$ cat config.mk
export PLATFORM = sky130hd
export DESIGN_NAME = las_ranker
export DESIGN_NICKNAME = d
export VERILOG_FILES = /design/src/rtl/las_pkg.sv /design/src/rtl/las_service_track.sv /design/src/rtl/las_rank_sort.sv /design/src/rtl/las_arbiter.sv /design/src/rtl/las_ranker.sv
export SDC_FILE = /design/constraint.sdc
export NUM_CORES = 1
export LEC_CHECK = 0
export BUFFER_PORTS_ARGS = -buffer_cell sky130_fd_sc_hd__buf_2
export CAP_MARGIN = 20
export CORE_UTILIZATION = 25
export CTS_BUF_LIST = sky130_fd_sc_hd__clkbuf_2 sky130_fd_sc_hd__clkbuf_4 sky130_fd_sc_hd__clkbuf_8
export DETAILED_ROUTE_END_ITERATION = 8
export PLACE_DENSITY = 0.38
export SYNTH_ARGS = -nofsm -noshare
export SYNTH_HDL_FRONTEND = slang
export SYNTH_SLANG_ARGS = --single-unit
$ cat constraint.sdc
create_clock -name clk -period 18.9 [get_ports clk]
set_input_delay 0.945 -clock clk [delete_from_list [all_inputs] [get_ports clk]]
set_output_delay 0.945 -clock clk [all_outputs]
set_load 0.05 [all_outputs]
$ cat src/rtl/las_pkg.sv
package las_pkg;

    typedef enum logic [1:0] {
        ST_ACCUM = 2'd0,
        ST_FOLD  = 2'd1,
        ST_RANK  = 2'd2
    } las_state_e;

endpackage

$ cat src/rtl/las_service_track.sv
module las_service_track #(
    parameter int NT          = 4,
    parameter int SVC_W       = 4,
    parameter int CNT_W       = 8,
    parameter int TOT_W       = 10,
    parameter int ALPHA_SHIFT = 3
) (
    input  logic                clk,
    input  logic                rst_n,
    input  logic [NT*SVC_W-1:0] svc_inc,
    input  logic                fold_en,
    output logic [NT*TOT_W-1:0] totals
);

    localparam int SUM_W = ((CNT_W > TOT_W) ? CNT_W : TOT_W) + 2;
    localparam logic [SUM_W-1:0] TOT_MAX = SUM_W'({TOT_W{1'b1}});

    for (genvar t = 0; t < NT; t++) begin : g_thread
        logic [CNT_W-1:0] cnt_q;
        logic [CNT_W:0]   cnt_add;
        logic [CNT_W-1:0] cnt_sat;
        logic [TOT_W-1:0] tot_q;
        logic [TOT_W-1:0] tot_next;
        logic [SUM_W-1:0] blend;

        always_comb begin
            cnt_add = {1'b0, cnt_q} + (CNT_W+1)'(svc_inc[t*SVC_W +: SVC_W]);
            cnt_sat = cnt_add[CNT_W] ? {CNT_W{1'b1}} : cnt_add[CNT_W-1:0];
            // weighted blend: keep (1 - 2^-s) of history, add 2^-s of the new count
            blend   = SUM_W'(tot_q) - SUM_W'(tot_q >> ALPHA_SHIFT)
                    + SUM_W'(cnt_sat >> ALPHA_SHIFT);
            tot_next = (blend > TOT_MAX) ? {TOT_W{1'b1}} : blend[TOT_W-1:0];
        end

        always_ff @(posedge clk or negedge rst_n) begin
            if (!rst_n) begin
                cnt_q <= '0;
                tot_q <= '0;
            end else if (fold_en) begin
                tot_q <= tot_next;
                cnt_q <= '0;
            end else begin
                cnt_q <= cnt_sat;
            end
        end

        assign totals[t*TOT_W +: TOT_W] = tot_q;
    end

endmodule

$ cat src/rtl/las_rank_sort.sv
module las_rank_sort #(
    parameter int NT    = 4,
    parameter int TOT_W = 10,
    parameter int TID_W = 2
) (
    input  logic [NT*TOT_W-1:0] totals,
    output logic [NT*TID_W-1:0] ranks
);

    for (genvar t = 0; t < NT; t++) begin : g_rank
        logic [TID_W-1:0] below;

        always_comb begin
            below = '0;
            for (int u = 0; u < NT; u++) begin
                if (u != t) begin
                    if ((totals[u*TOT_W +: TOT_W] < totals[t*TOT_W +: TOT_W]) ||
                        ((totals[u*TOT_W +: TOT_W] == totals[t*TOT_W +: TOT_W]) && (u < t))) begin
                        below = below + TID_W'(1);
                    end
                end
            end
        end

        assign ranks[t*TID_W +: TID_W] = below;
    end

endmodule

$ cat src/rtl/las_arbiter.sv
module las_arbiter #(
    parameter int NT         = 4,
    parameter int NE         = 8,
    parameter int TID_W      = 2,
    parameter int IDX_W      = 3,
    parameter int AGE_W      = 8,
    parameter int STARVE_AGE = 200
) (
    input  logic [NE-1:0]       req_valid,
    input  logic [NE*TID_W-1:0] req_tid,
    input  logic [NE-1:0]       req_hit,
    input  logic [NE*AGE_W-1:0] req_age,
    input  logic [NT*TID_W-1:0] rank_vec,
    output logic                grant_valid,
    output logic [IDX_W-1:0]    grant_idx
);

    localparam int KEY_W = 2 + TID_W + AGE_W;
    localparam logic [AGE_W-1:0] STARVE_LIM = AGE_W'(STARVE_AGE);

    logic [KEY_W-1:0] key [NE];

    for (genvar e = 0; e < NE; e++) begin : g_key
        logic [TID_W-1:0] tid;
        logic [AGE_W-1:0] age;
        logic [TID_W-1:0] trank;
        logic             starved;

        assign tid     = req_tid[e*TID_W +: TID_W];
        assign age     = req_age[e*AGE_W +: AGE_W];
        assign trank   = rank_vec[tid*TID_W +: TID_W];
        assign starved = (age > STARVE_LIM);
        // larger key wins: starvation, then best rank, then row hit, then age
        assign key[e]  = {starved, ~trank, req_hit[e], age};
    end

    logic             found;
    logic [KEY_W-1:0] best_key;
    logic [IDX_W-1:0] best_idx;

    always_comb begin
        found    = 1'b0;
        best_key = '0;
        best_idx = '0;
        for (int e = 0; e < NE; e++) begin
            if (req_valid[e] && (!found || (key[e] > best_key))) begin
                found    = 1'b1;
                best_key = key[e];
                best_idx = IDX_W'(e);
            end
        end
    end

    assign grant_valid = found;
    assign grant_idx   = best_idx;

endmodule

$ cat src/rtl/las_ranker.sv
module las_ranker #(
    parameter int NT          = 4,
    parameter int NE          = 8,
    parameter int SVC_W       = 4,
    parameter int CNT_W       = 8,
    parameter int TOT_W       = 10,
    parameter int AGE_W       = 8,
    parameter int QUANTUM     = 32,
    parameter int STARVE_AGE  = 200,
    parameter int ALPHA_SHIFT = 3
) (
    input  logic                          clk,
    input  logic                          rst_n,
    input  logic [NT*SVC_W-1:0]           svc_inc,
    input  logic [NE-1:0]                 req_valid,
    input  logic [NE*$clog2(NT)-1:0]      req_tid,
    input  logic [NE-1:0]                 req_hit,
    input  logic [NE*AGE_W-1:0]           req_age,
    output logic                          grant_valid,
    output logic [$clog2(NE)-1:0]         grant_idx,
    output logic [NT*$clog2(NT)-1:0]      rank_vec
);

    import las_pkg::*;

    localparam int TID_W = $clog2(NT);
    localparam int IDX_W = $clog2(NE);
    localparam int QP_W  = $clog2(QUANTUM);
    localparam logic [QP_W-1:0] QP_LAST = QP_W'(QUANTUM - 1);
    localparam logic [QP_W-1:0] QP_PRE  = QP_W'(QUANTUM - 2);

    las_state_e       state_q, state_d;
    logic [QP_W-1:0]  qpos_q;
    logic             fold_en;
    logic             rank_load;

    logic [NT*TOT_W-1:0] totals;
    logic [NT*TID_W-1:0] rank_next;
    logic [NT*TID_W-1:0] rank_q;

    // state register and quantum position
    always_ff @(posedge clk or negedge rst_n) begin
        if (!rst_n) begin
            state_q <= ST_ACCUM;
            qpos_q  <= '0;
        end else begin
            state_q <= state_d;
            qpos_q  <= (qpos_q == QP_LAST) ? '0 : qpos_q + QP_W'(1);
        end
    end

    // next-state logic
    always_comb begin
        state_d = state_q;
        unique case (state_q)
            ST_ACCUM: if (qpos_q == QP_PRE) state_d = ST_FOLD;
            ST_FOLD:  state_d = ST_RANK;
            ST_RANK:  state_d = ST_ACCUM;
            default:  state_d = ST_ACCUM;
        endcase
    end

    // state outputs
    always_comb begin
        fold_en   = 1'b0;
        rank_load = 1'b0;
        unique case (state_q)
            ST_ACCUM: ;
            ST_FOLD:  fold_en   = 1'b1;
            ST_RANK:  rank_load = 1'b1;
            default:  ;
        endcase
    end

    las_service_track #(
        .NT(NT), .SVC_W(SVC_W), .CNT_W(CNT_W), .TOT_W(TOT_W), .ALPHA_SHIFT(ALPHA_SHIFT)
    ) i_track (
        .clk(clk), .rst_n(rst_n), .svc_inc(svc_inc), .fold_en(fold_en), .totals(totals)
    );

    las_rank_sort #(
        .NT(NT), .TOT_W(TOT_W), .TID_W(TID_W)
    ) i_sort (
        .totals(totals), .ranks(rank_next)
    );

    always_ff @(posedge clk or negedge rst_n) begin
        if (!rst_n) begin
            for (int t = 0; t < NT; t++) begin
                rank_q[t*TID_W +: TID_W] <= TID_W'(t);
            end
        end else if (rank_load) begin
            rank_q <= rank_next;
        end
    end

    assign rank_vec = rank_q;

    las_arbiter #(
        .NT(NT), .NE(NE), .TID_W(TID_W), .IDX_W(IDX_W),
        .AGE_W(AGE_W), .STARVE_AGE(STARVE_AGE)
    ) i_arb (
        .req_valid(req_valid), .req_tid(req_tid), .req_hit(req_hit),
        .req_age(req_age), .rank_vec(rank_q),
        .grant_valid(grant_valid), .grant_idx(grant_idx)
    );

endmodule

Word-level counts from Yosys, hierarchy flattened
Index checks and enable logic that the tools add are counted.
Word-level totals
  bits in registers: 87
  memories kept: 0
  logic and storage cells: 169
  memory bits (read-only): 0
  memory bits (writable): 0
  bits in latches: 0
  input bits: 114
Operators by class
  divide/modulo/power cells: 0
  reductions and logical operators: 28
  multiply operators: 0
  bitwise gates (word level): 8
  add/subtract/negate cells: 21
  equal/unequal tests: 11
  shift operators: 8
  mux-type cells: 51
  $lt $le $gt $ge: 31
Operators with widths (number)
  $lt A10 B10 Y1: 12
  $gt A12 B12 Y1: 7
  $mux W12: 7
  $gt A8 B8 Y1 const B: 8
  $mux W8: 8
  $shiftx A8 B4 Y2: 8
  $eq A10 B10 Y1: 6
  $add A12 B5 Y12: 4
  $gt A12 B10 Y1 const B: 4
  $sub A10 B7 Y11: 4
  $mux W10: 4
  $add A8 B4 Y9: 4
  $mux W2: 11
  $add A2 B1 Y2 const B: 8
  $not A2 Y2: 8
  $mux W1: 15
  $logic_or A1 B1 Y1: 13
  $mux W3: 4
  $eq A5 B5 Y1 const B: 2
  $logic_and A1 B1 Y1: 7
  $logic_not A1 Y1: 7
  $add A5 B1 Y5 const B: 1
  $mux W5: 1
  $pmux W2 S2: 1
  other kinds (4): 4

Longest topological paths before layout
Gate-level depths: netlist of run 1.
  word-level depth: 31
  depth in mapped cells: 66
  mapped depth without buffers: 60

Modules after synthesis
From an unflattened synthesis of run 1, not the netlist that was laid out.
Unflattened totals
  cells, all modules: 1513
  area, all modules: 12580.8 sq um
Modules (own cells, without submodules)
  las_service_track: area each 6328.6 sq um, times used 1, cells an instance 746, sequential area each 1801.7 sq um
  las_arbiter: area each 3911.3 sq um, times used 1, cells an instance 506, sequential area each 0.0 sq um
  las_rank_sort: area each 1702.9 sq um, times used 1, cells an instance 218, sequential area each 0.0 sq um
  las_ranker: area each 638.1 sq um, times used 1, cells an instance 43, sequential area each 380.4 sq um

Worst setup path before layout of run 1
Ideal clock, no wire load.
  path kind: input-to-output
  start: input req_valid[0]
  end: output grant_idx[1]
  data required time: 17.955 ns
  cell stages on the path: 62
  buffers on the path: 10
  slack: 4.104 ns
  arrival: 13.851 ns
  cells stage by stage: clkbuf_1 and2_1 o311ai_0 ha_1 nand4_1 a211oi_1 o31a_4 buf_2 mux2_2 ha_1 a21o_1 a21o_1 a21o_1 o31ai_2 clkbuf_1 nor2_1 a21oi_1 inv_1 [... 26 more ...] nor2b_1 o21a_1 o21a_1 o21ai_0 nand4b_1 o211ai_1 clkbuf_1 nand2_1 o22ai_1 ha_1 a21o_1 a21o_1 a21oi_1 nor2_1 a2111oi_0 o22ai_1 nand2_1 nand3_1
Between the ends
  cells in the longest elaborated chain, start to end: 29
  elaborated cells on any way between the ends: 48
  classes of those cells: order compare (7); mux (20); reduce/logical (21)
Ends and longest elaborated chain
  start, declared: line las_ranker.sv:15  | input logic [NE-1:0] req_valid,
  $mux W12 / $mux W1 (equally long branches): line las_arbiter.sv:46  | if (req_valid[e] && (!found || (key[e] > best_key))) begin
  $gt A12 B12 Y1 / $logic_not A1 Y1 (equally long branches): line las_arbiter.sv:46
  $logic_or A1 B1 Y1: line las_arbiter.sv:46
  $logic_and A1 B1 Y1: line las_arbiter.sv:46
  $mux W12 / $mux W1 (equally long branches): line las_arbiter.sv:46
  $gt A12 B12 Y1 / $logic_not A1 Y1 (equally long branches): line las_arbiter.sv:46
  $logic_or A1 B1 Y1: line las_arbiter.sv:46
  $logic_and A1 B1 Y1: line las_arbiter.sv:46
  [... 13 more ...]
  $gt A12 B12 Y1 / $logic_not A1 Y1 (equally long branches): line las_arbiter.sv:46
  $logic_or A1 B1 Y1: line las_arbiter.sv:46
  $logic_and A1 B1 Y1: line las_arbiter.sv:46
  $mux W12 / $mux W1 (equally long branches): line las_arbiter.sv:46
  $gt A12 B12 Y1 / $logic_not A1 Y1 (equally long branches): line las_arbiter.sv:46
  $logic_or A1 B1 Y1: line las_arbiter.sv:46
  $logic_and A1 B1 Y1: line las_arbiter.sv:46
  $mux W3 (*): line las_arbiter.sv:46
  end, declared: line las_ranker.sv:20  | output logic [$clog2(NE)-1:0] grant_idx,
Every way passes the cells marked *; elsewhere a longest branch is shown, timed or not.

Worst setup path after layout of run 1
  start: input req_age[0]
  end: output grant_idx[2]
Between the ends
  cells in the longest elaborated chain, start to end: 30
  elaborated cells on any way between the ends: 45
  classes of those cells: order compare (8); mux (17); reduce/logical (20)
Ends and longest elaborated chain
  start, declared: line las_ranker.sv:18  | input logic [NE*AGE_W-1:0] req_age,
  $gt A8 B8 Y1: line las_arbiter.sv:32  | assign starved = (age > STARVE_LIM);
  $mux W12 (*): line las_arbiter.sv:46
  $gt A12 B12 Y1: line las_arbiter.sv:46
  $logic_or A1 B1 Y1: line las_arbiter.sv:46
  $logic_and A1 B1 Y1: line las_arbiter.sv:46
  $mux W12 / $mux W1 (equally long branches): line las_arbiter.sv:46
  $gt A12 B12 Y1 / $logic_not A1 Y1 (equally long branches): line las_arbiter.sv:46
  $logic_or A1 B1 Y1: line las_arbiter.sv:46
  [... 14 more ...]
  $gt A12 B12 Y1 / $logic_not A1 Y1 (equally long branches): line las_arbiter.sv:46
  $logic_or A1 B1 Y1: line las_arbiter.sv:46
  $logic_and A1 B1 Y1: line las_arbiter.sv:46
  $mux W12 / $mux W1 (equally long branches): line las_arbiter.sv:46
  $gt A12 B12 Y1 / $logic_not A1 Y1 (equally long branches): line las_arbiter.sv:46
  $logic_or A1 B1 Y1: line las_arbiter.sv:46
  $logic_and A1 B1 Y1: line las_arbiter.sv:46
  $mux W3 (*): line las_arbiter.sv:46
Marked as above.

==> impl_results.md, run 1 <==
- Asr flop ratio synth: 100.0%
- Arrival time of the worst setup path: 14,790 ps
- Main area contributors after synthesis: ha_1 24%, dfrtp_1 18%, a21oi_1 4.2%, inv_1 4.1%, a21o_1 3.6%
- Num ports: 126
- Die height: 217.4 um
- Cell with the most instances after synthesis: ha_1
- Routed WL: 34.60 mm
- RSZ-0062 raised after global routing: no
- Met2 WL post-DR: 15.90 mm
- Via density: 4.939
- 1st-pass router iterations: 5
- Delay-heaviest family, CP: compound AO/OA/AOI/OAI gates
- Core ar.: 45,580 um2
- Worst-path fanout max: 25
- Power Density: 162.7 nW/um2
- Share of layout cells above drive strength 1: 13.96%
- Clock skew: 19.00 ps
- Total gr overflow: 0
- Post-synth EDFFs: 0
- Netlist cell types: 68
- Clk_lat worst skew: 390 ps
- Antenna violations before repair: 6
- Routed vias: 10.31k
- # setup viols final: 0
- Final Cycle Share: 83.27%
- Slowest CP cell: a2111oi_0
- Row count: 78
- Yosys Warn Count: 0
- Number of global-route vias before repair: 10.31k
- CTS max path bufs: 2
- Setup TNS Final: 0 ps
- Most frequent cells after synthesis: 219 x ha_1, 127 x inv_1, 102 x nor2_1, 97 x a21oi_1, 83 x dfrtp_1
- IO Port Bufs: 125
- Final min period: 15,740 ps
- Wire per inst: 16.58 um
- Dominant cell type by area after synthesis: ha_1
- Syn-to-layout area delta: 13.71%
- Leakage: 6.297 nW
- Mapped Area: 11,600 um2
- Critical path endpoint category: output pin
- Htree depth: 3
- Commonest register cell after synthesis: dfrtp_1
- Antenna viol nets, final: 0
- DRC Markers: 0
- Top sig layer: met5
- GPL Wtd Cong: 0.8438
- Mean post-synth cell area: 8.496 um2
- Clock transition at path regs: 80 ps
- Fin nets: 1,823
- Cts hold-fix bufs: 0
- Crit path buf inv count: 5
- Worst slew margin relative to its limit: 32.00%
- Total global-route track usage: 14.82%
- Syn_nets: 1,710
- Post-Syn Instances: 1,365
- WL met1: 17.33 mm
- Area share of the largest cell type after synthesis: 23.63%
- Die area: 47,250 um2
- First-pass GRT wire length: 55.58 mm
- Hold crit path type: reg -> reg
- Resized cells post-CTS: 0
- Hpwl dp: 28.43 mm
- Starting Density: 25.45%
- CP most frequent cell: a21o_1
- Crit Path Category: in -> out
- TritonCTS clock tree: done
- TritonCTS buffer count: 9
- Die Wd: 217.4 um
- Fin. Hold Viols: 0
- Worst Path Required: 17,950 ps
- Drt initial violations: 411
- CP max stage delay: 590 ps
- Max-slew violations: 0
- Peak Freq: 63.54 MHz
- Met3 routed WL: 1.008 mm
- Total power: 2.146 mW
- Max Cap Violations: 0
- Critical Path Source Type: primary input
- Root Driver: clkbuf_8
- Max VDD drop: 0.07324 mV
- Clock sink count: 87
- Largest net degree at the start of global routing: 54
- Worst slew pin tran: 991.7 ps
- Outcome: finished, final reports clean
- Setup repair bufs after CTS: 0
- Sequential area share after synthesis: 18.82%
- Yosys reg bits: 87
## area by class of cell
| cell class | instances | area (um2) |
|---|---|---|
| diodes | 4 | 10.01 |
| clock buffers | 10 | 137.6 |
| clock inverters | 6 | 115.1 |
| fillers | 4928 | 32390 |
| inverters | 128 | 480.5 |
| multi-input cells | 1120 | 8831 |
| flip-flops and latches | 87 | 2182 |
| well taps | 600 | 750.7 |
| repair buffers | 132 | 680.7 |
## layout by cell type (no fill, tap or decap), types with 6 or more instances in the layout
cell type,synthesis,layout
nor2_1,102,102
a2bb2oi_1,12,12
xnor2_1,33,33
nor3_1,28,28
o311ai_0,7,7
nand3_1,26,26
o31a_1,17,17
clkbuf_8,0,10
o211ai_1,10,10
nand2b_1,18,18
inv_1,127,127
and2_1,18,18
nor4_1,11,11
o22ai_1,12,12
a21oi_1,97,96
nand4_1,32,32
or2_2,9,9
buf_2,4,124
mux2_2,15,15
nand2_1,64,64
a211oi_1,14,14
a31oi_1,24,24
dfrtp_1,83,83
a21o_1,55,55
o31ai_1,6,6
mux4_2,16,16
fa_1,12,12
xor2_1,26,26
nor2b_1,46,46
a22oi_1,6,6
mux2i_1,11,11
o21ai_0,72,72
buf_4,0,8
o21a_1,40,40
ha_1,219,219
## worst register-to-register path, stage by stage, from the launching register on
cell and delay [ps]:
dfrtp_1 340, ha_1 150, inv_1 50, fa_1 410, nor2b_1 120, o21ai_0 80, nand2b_1 180, nand2_1 100
or2_2 370, o21ai_0 150, ha_1 240, fa_1 220, a21oi_1 90, o21bai_1 200, a21oi_1 180, nor4bb_1 440
o211ai_1 160, mux2i_1 760, o21ai_0 240, o21ai_0 140
## sequential cells by signal, indices dropped and copies added, names as in the netlist
signal	cells
i_track.g_thread.tot_q	40
qpos_q	5
rank_vec	8
state_q	2
i_track.g_thread.cnt_q	32
## per-stage QoR
stage | hold slack, ps | cell area [um2] | worst slack (ps) | std cells | utilization [%]
floorplan | 432.5 | 11600 | 4104 | 1365 | -
global placement | 459.8 | 12920 | 3479 | 2067 | 28.36
detailed placement | 469.0 | 12920 | 3231 | 2067 | 28.36
CTS | 483.4 | 13180 | 3171 | 2083 | 28.91
global route | 510.5 | 13190 | 1934 | 2087 | 28.94
finish | 475.8 | 13190 | 3163 | 2087 | 28.94
## report_power, final
part           total, mW  internal (mW)  switching [mW]
combinational       1.64          0.731           0.912
clock              0.172         0.0925          0.0795
sequential         0.331          0.250          0.0811
total               2.15           1.07            1.07
## final timing paths
| kind | start | endpoint | slack, ps | cells past startpoint |
|---|---|---|---|---|
| worst max-delay path | req_age[0] | grant_idx[2] | 3160 | 57 |
| worst min-delay path | state_q[0] | state_q[0] | 480 | 1 |
| worst max register to register | i_track.g_thread[2].cnt_q[0] | i_track.g_thread[2].tot_q[3] | 14170 | 19 |
| worst min register to register | state_q[0] | state_q[0] | 480 | 1 |
| max in group asynchronous | rst_n | state_q[1] | 17270 | 2 |
| min in group asynchronous | rst_n | i_track.g_thread[0].cnt_q[2] | 530 | 1 |
## metal layers
layer | track usage (%) | vias up
met5 | 0 | -
met4 | 3.192 | 4
met3 | 1.621 | 22
met2 | 24.65 | 147
met1 | 20.50 | 4862
li1 | - | 5273
## cell families after synthesis
family	after synthesis	share of synthesized area, %
DFF	87	18.82
muxes	46	6.031
adders and majority gates	231	25.70
AOI/OAI and AO/OA	414	23.89
and+or+nand+nor	370	15.96
xor gates and xnor gates	59	4.456
buffers and inverters	158	5.157
No activity file was read; power rests on OpenSTA's default activity.
==> inputs of run 2 (changes only) <==
--- a/config.mk
+++ b/config.mk
@@ -5,12 +5,13 @@
 export SDC_FILE = /design/constraint.sdc
 export NUM_CORES = 1
 export LEC_CHECK = 0
+export ABC_AREA = 1
 export BUFFER_PORTS_ARGS = -buffer_cell sky130_fd_sc_hd__buf_2
 export CAP_MARGIN = 20
 export CORE_UTILIZATION = 25
 export CTS_BUF_LIST = sky130_fd_sc_hd__clkbuf_2 sky130_fd_sc_hd__clkbuf_4 sky130_fd_sc_hd__clkbuf_8
 export DETAILED_ROUTE_END_ITERATION = 8
-export PLACE_DENSITY = 0.38
+export PLACE_DENSITY = 0.39
 export SYNTH_ARGS = -nofsm -noshare
 export SYNTH_HDL_FRONTEND = slang
 export SYNTH_SLANG_ARGS = --single-unit
==> constraint.sdc (replaced) <==
create_clock -name clk -period 14 [get_ports clk]
set_input_delay 0.7 -clock clk [delete_from_list [all_inputs] [get_ports clk]]
set_output_delay 0.7 -clock clk [all_outputs]
set_load 0.05 [all_outputs]
==> run 2 against run 1 <==
Against the previous run:
- via count grew 17%
- cell count rose by 23%
- critical path depth is 30 higher
- setup slack got worse by 1900 ps
- clock-buffer cell count is 2 higher
- critical path type is now reg -> out
- largest cell class unchanged
==> impl_results.md, run 2 <==
- Max VDD drop: 0.1367 mV (+87%)
- Reg2Reg Depth: 18 (-1)
- Fin nets: 2,301 (+26%)
- Share of layout cells above drive strength 1: 11.58% (-2.4 points)
- Starting Density: 25.44% (about the same)
- Most frequent cells after synthesis: 392 x nand2_1, 293 x inv_1, 219 x ha_1, 169 x nor2_1, 167 x a21oi_1
- Slowest CP cell: dfstp_2
- Yosys reg bits: 87 (unchanged)
- # setup viols final: 0 (unchanged)
- Area share of the largest cell type after synthesis: 22.51% (-1.1 points)
- Final std cells w/o fill: 2,576 (+23%)
- Commonest non-fill, non-tap cell in the layout: nand2_1
- Critical Path Source Type: register
- Clock sink count: 87 (unchanged)
- CP most frequent cell: nand2_1
- Fin. Hold Viols: 0 (unchanged)
- Worst reg2reg endpoint: i_track.g_thread[0].tot_q[9]
- IO Port Bufs: 125 (unchanged)
- Cts hold-fix bufs: 0 (unchanged)
- Outcome: finished, final reports clean
- Row count: 80 (+2.6%)
- Core ar.: 47,850 um2 (+5.0%)
- Yosys Warn Count: 0 (unchanged)
- Worst Path Required: 13,300 ps (-4650 ps)
- Die height: 222.6 um (+2.4%)
- Total global-route track usage: 15.40% (+0.57 points)
- DRC Markers: 0 (unchanged)
- Critical path endpoint category: output pin
- Worst slew margin relative to its limit: 35.30% (+3.3 points)
- First-pass GRT wire length: 61.45 mm (+11%)
- Sequential area share after synthesis: 17.93% (-0.89 points)
- Drt initial violations: 490 (+19%)
- Antenna viol nets, final: 0 (unchanged)
- 1st-pass router iterations: 5 (unchanged)
- Wire per inst: 14.66 um (-12%)
- Syn-to-layout area delta: 14.86%
- Leakage: 7.472 nW (+19%)
- Clock skew: 15.64 ps (-3.363 ps)
- GPL Wtd Cong: 0.8727 (+3.4%)
- Total power: 3.046 mW (+42%)
- Main area contributors after synthesis: ha_1 23%, dfrtp_1 17%, nand2_1 12%, inv_1 9.0%, a21oi_1 6.9%
- Max Cap Violations: 0 (unchanged)
- Total gr overflow: 0 (unchanged)
- Cell with the most instances after synthesis: nand2_1
- Crit Path Category: reg -> out
- Final std cell area, no fill: 13,980 um2 (+6.0%)
- Asr flop ratio synth: 100.0% (unchanged)
- Clk_lat worst skew: 390 ps (about the same)
- TritonCTS buffer count: 9 (unchanged)
- Most flop-heavy register: i_track.g_thread.tot_q
- FF-to-FF setup slack: 10,140 ps (-4030 ps)
- Hold crit path type: in -> async
- Hpwl dp: 30.83 mm (+8.4%)
- Worst-path fanout max: 15 (-40%)
- Htree depth: 3 (unchanged)
- Final min period: 12,750 ps
- Final Util: 29.22% (+0.28 points)
- Num ports: 126 (unchanged)
- Post-synth EDFFs: 0 (unchanged)
- Dominant cell type by area after synthesis: ha_1
- Via density: 4.667 (-5.5%)
- Largest net degree at the start of global routing: 69 (+28%)
- Max-slew violations: 0 (unchanged)
- CP max stage delay: 690 ps (+100 ps)
- Die Wd: 222.6 um (+2.4%)
- Largest register FFs: 40 (unchanged)
- Netlist cell types: 51 (-25%)
- Die area: 49,570 um2 (+4.9%)
- Peak Freq: 78.44 MHz
- Syn_nets: 2,164 (+27%)
- Root Driver: clkbuf_8
- Mean post-synth cell area: 6.691 um2 (-21%)
- TritonCTS clock tree: done
- Mapped Area: 12,170 um2 (+4.9%)
- Number of global-route vias before repair: 11.95k (+16%)
- CTS max path bufs: 2 (unchanged)
- Reg-to-Reg Start: i_track.g_thread[0].cnt_q[2]
- Most frequent cells in the layout: 390 x nand2_1, 286 x inv_1, 219 x ha_1
- Filler instances: 5,299 (+7.5%)
- Routed vias: 12.02k (+17%)
- Antenna violations before repair: 4 (-2)
- Post-Syn Instances: 1,819 (+33%)
- Arrival time of the worst setup path: 12,050 ps (-2740 ps)
- Commonest register cell after synthesis: dfrtp_1
- Worst slew pin tran: 970.4 ps (-21.23 ps)
- Clock transition at path regs: 90 ps (about the same)
- Power Density: 217.9 nW/um2 (+34%)
- Final Cycle Share: 91.06%
- Placed cells: 2,536 (+23%)
- Routed WL: 37.78 mm (+9.2%)
- Hold slack: 177.2 ps (-298.6 ps)
- Placed cell areas: 13,500 um2 (+4.4%)
## run 2: cell count changes in the layout (fill, tap and decap cells not counted), sizes merged, moves of 18 or more
cell | previous run | this run
mux2 | 19 | 0
o21a | 40 | 5
inv | 130 | 287
a21o | 55 | 1
nand2b | 18 | 0
nor2b | 46 | 0
buf | 132 | 150
xnor2 | 33 | 14
nor2 | 102 | 173
nand2 | 64 | 398
nand3 | 26 | 119
a21oi | 97 | 168
## run 2: final cells by class
cell class                      count  area, um2  area share, %
Multi-Input combinational cell   1411       8827          63.15
Sequential cell                    87       2186          15.64
Inverter                          293       1119          8.002
Timing Repair Buffer              153      865.8          6.194
Tap cell                          615      769.5          5.505
Clock buffer                       12      158.9          1.137
Clock inverter                      3      42.54         0.3043
Timing Repair inverter              1      7.507        0.05371
Antenna cell                        1      2.502        0.01790
## run 2: cells by family (layout without fill, tap and decap cells)
family	count (synthesis)	in the layout	share of synthesized area, %
AND/OR/NAND/NOR	793	795	28.18
XOR/XNOR	54	54	3.948
flip-flops	87	87	17.93
AO/OA/AOI/OAI	331	331	15.35
other	0	1	0
adder cells (fa/ha/maj)	231	231	24.49
buffers and inverters	323	462	10.11
## run 2: routing by layer
layer / up-vias / track usage (%) / routed length (um)
li1: 6301 / - / -
met3: 35 / 2.129 / 1374
met1: 5486 / 19.80 / 17990
met2: 194 / 27.07 / 17810
met5: - / 0 / 32
met4: 6 / 3.448 / 570
## run 2: timing repair
| action | in CTS | in global routing |
|---|---|---|
| buffers inserted | 0 | 21 |
| gates cloned | 0 | 3 |
| pin swaps | 0 | 3 |
| resized for setup | 4 | 27 |
| endpoints found under the setup margin | 3 | 3 |
## run 2: through the flow
stage	setup slack, ps	setup TNS, ps
finish	1251	0
detailed placement	-271.7	-672.2
floorplan	2607	0
global route	-53.07	-98.47
CTS	145.7	0
global placement	-53.97	-98.23
## run 2: worst max path at each step
| stage | startpoint | endpoint | slack [ps] |
|---|---|---|---|
| floorplan | req_valid[0] | grant_idx[0] | 2610 |
| global placement | req_tid[2] | grant_idx[1] | -50 |
| detailed placement | req_tid[2] | grant_idx[1] | -270 |
| CTS | rank_vec[7] | grant_idx[1] | 150 |
| global route | rank_vec[6] | grant_idx[1] | -50 |
| finish | rank_vec[6] | grant_idx[1] | 1250 |
## run 2: critical path: cells and delay by family (launching register included)
kind | cells | cell delay (ps)
and+or+nand+nor | 51 | 5270
AOI/OAI and AO/OA | 15 | 2060
adders and majority gates | 7 | 1860
buffers and inverters | 14 | 1750
DFF | 1 | 690
## run 2: power breakdown
| group | total [mW] | switching (mW) | leakage, nW | internal (mW) |
|---|---|---|---|---|
| clock network | 0.194 | 0.101 | 0.102 | 0.0932 |
| logic | 2.40 | 1.46 | 6.37 | 0.942 |
| registers | 0.452 | 0.107 | 0.998 | 0.345 |
| total | 3.05 | 1.67 | 7.47 | 1.38 |
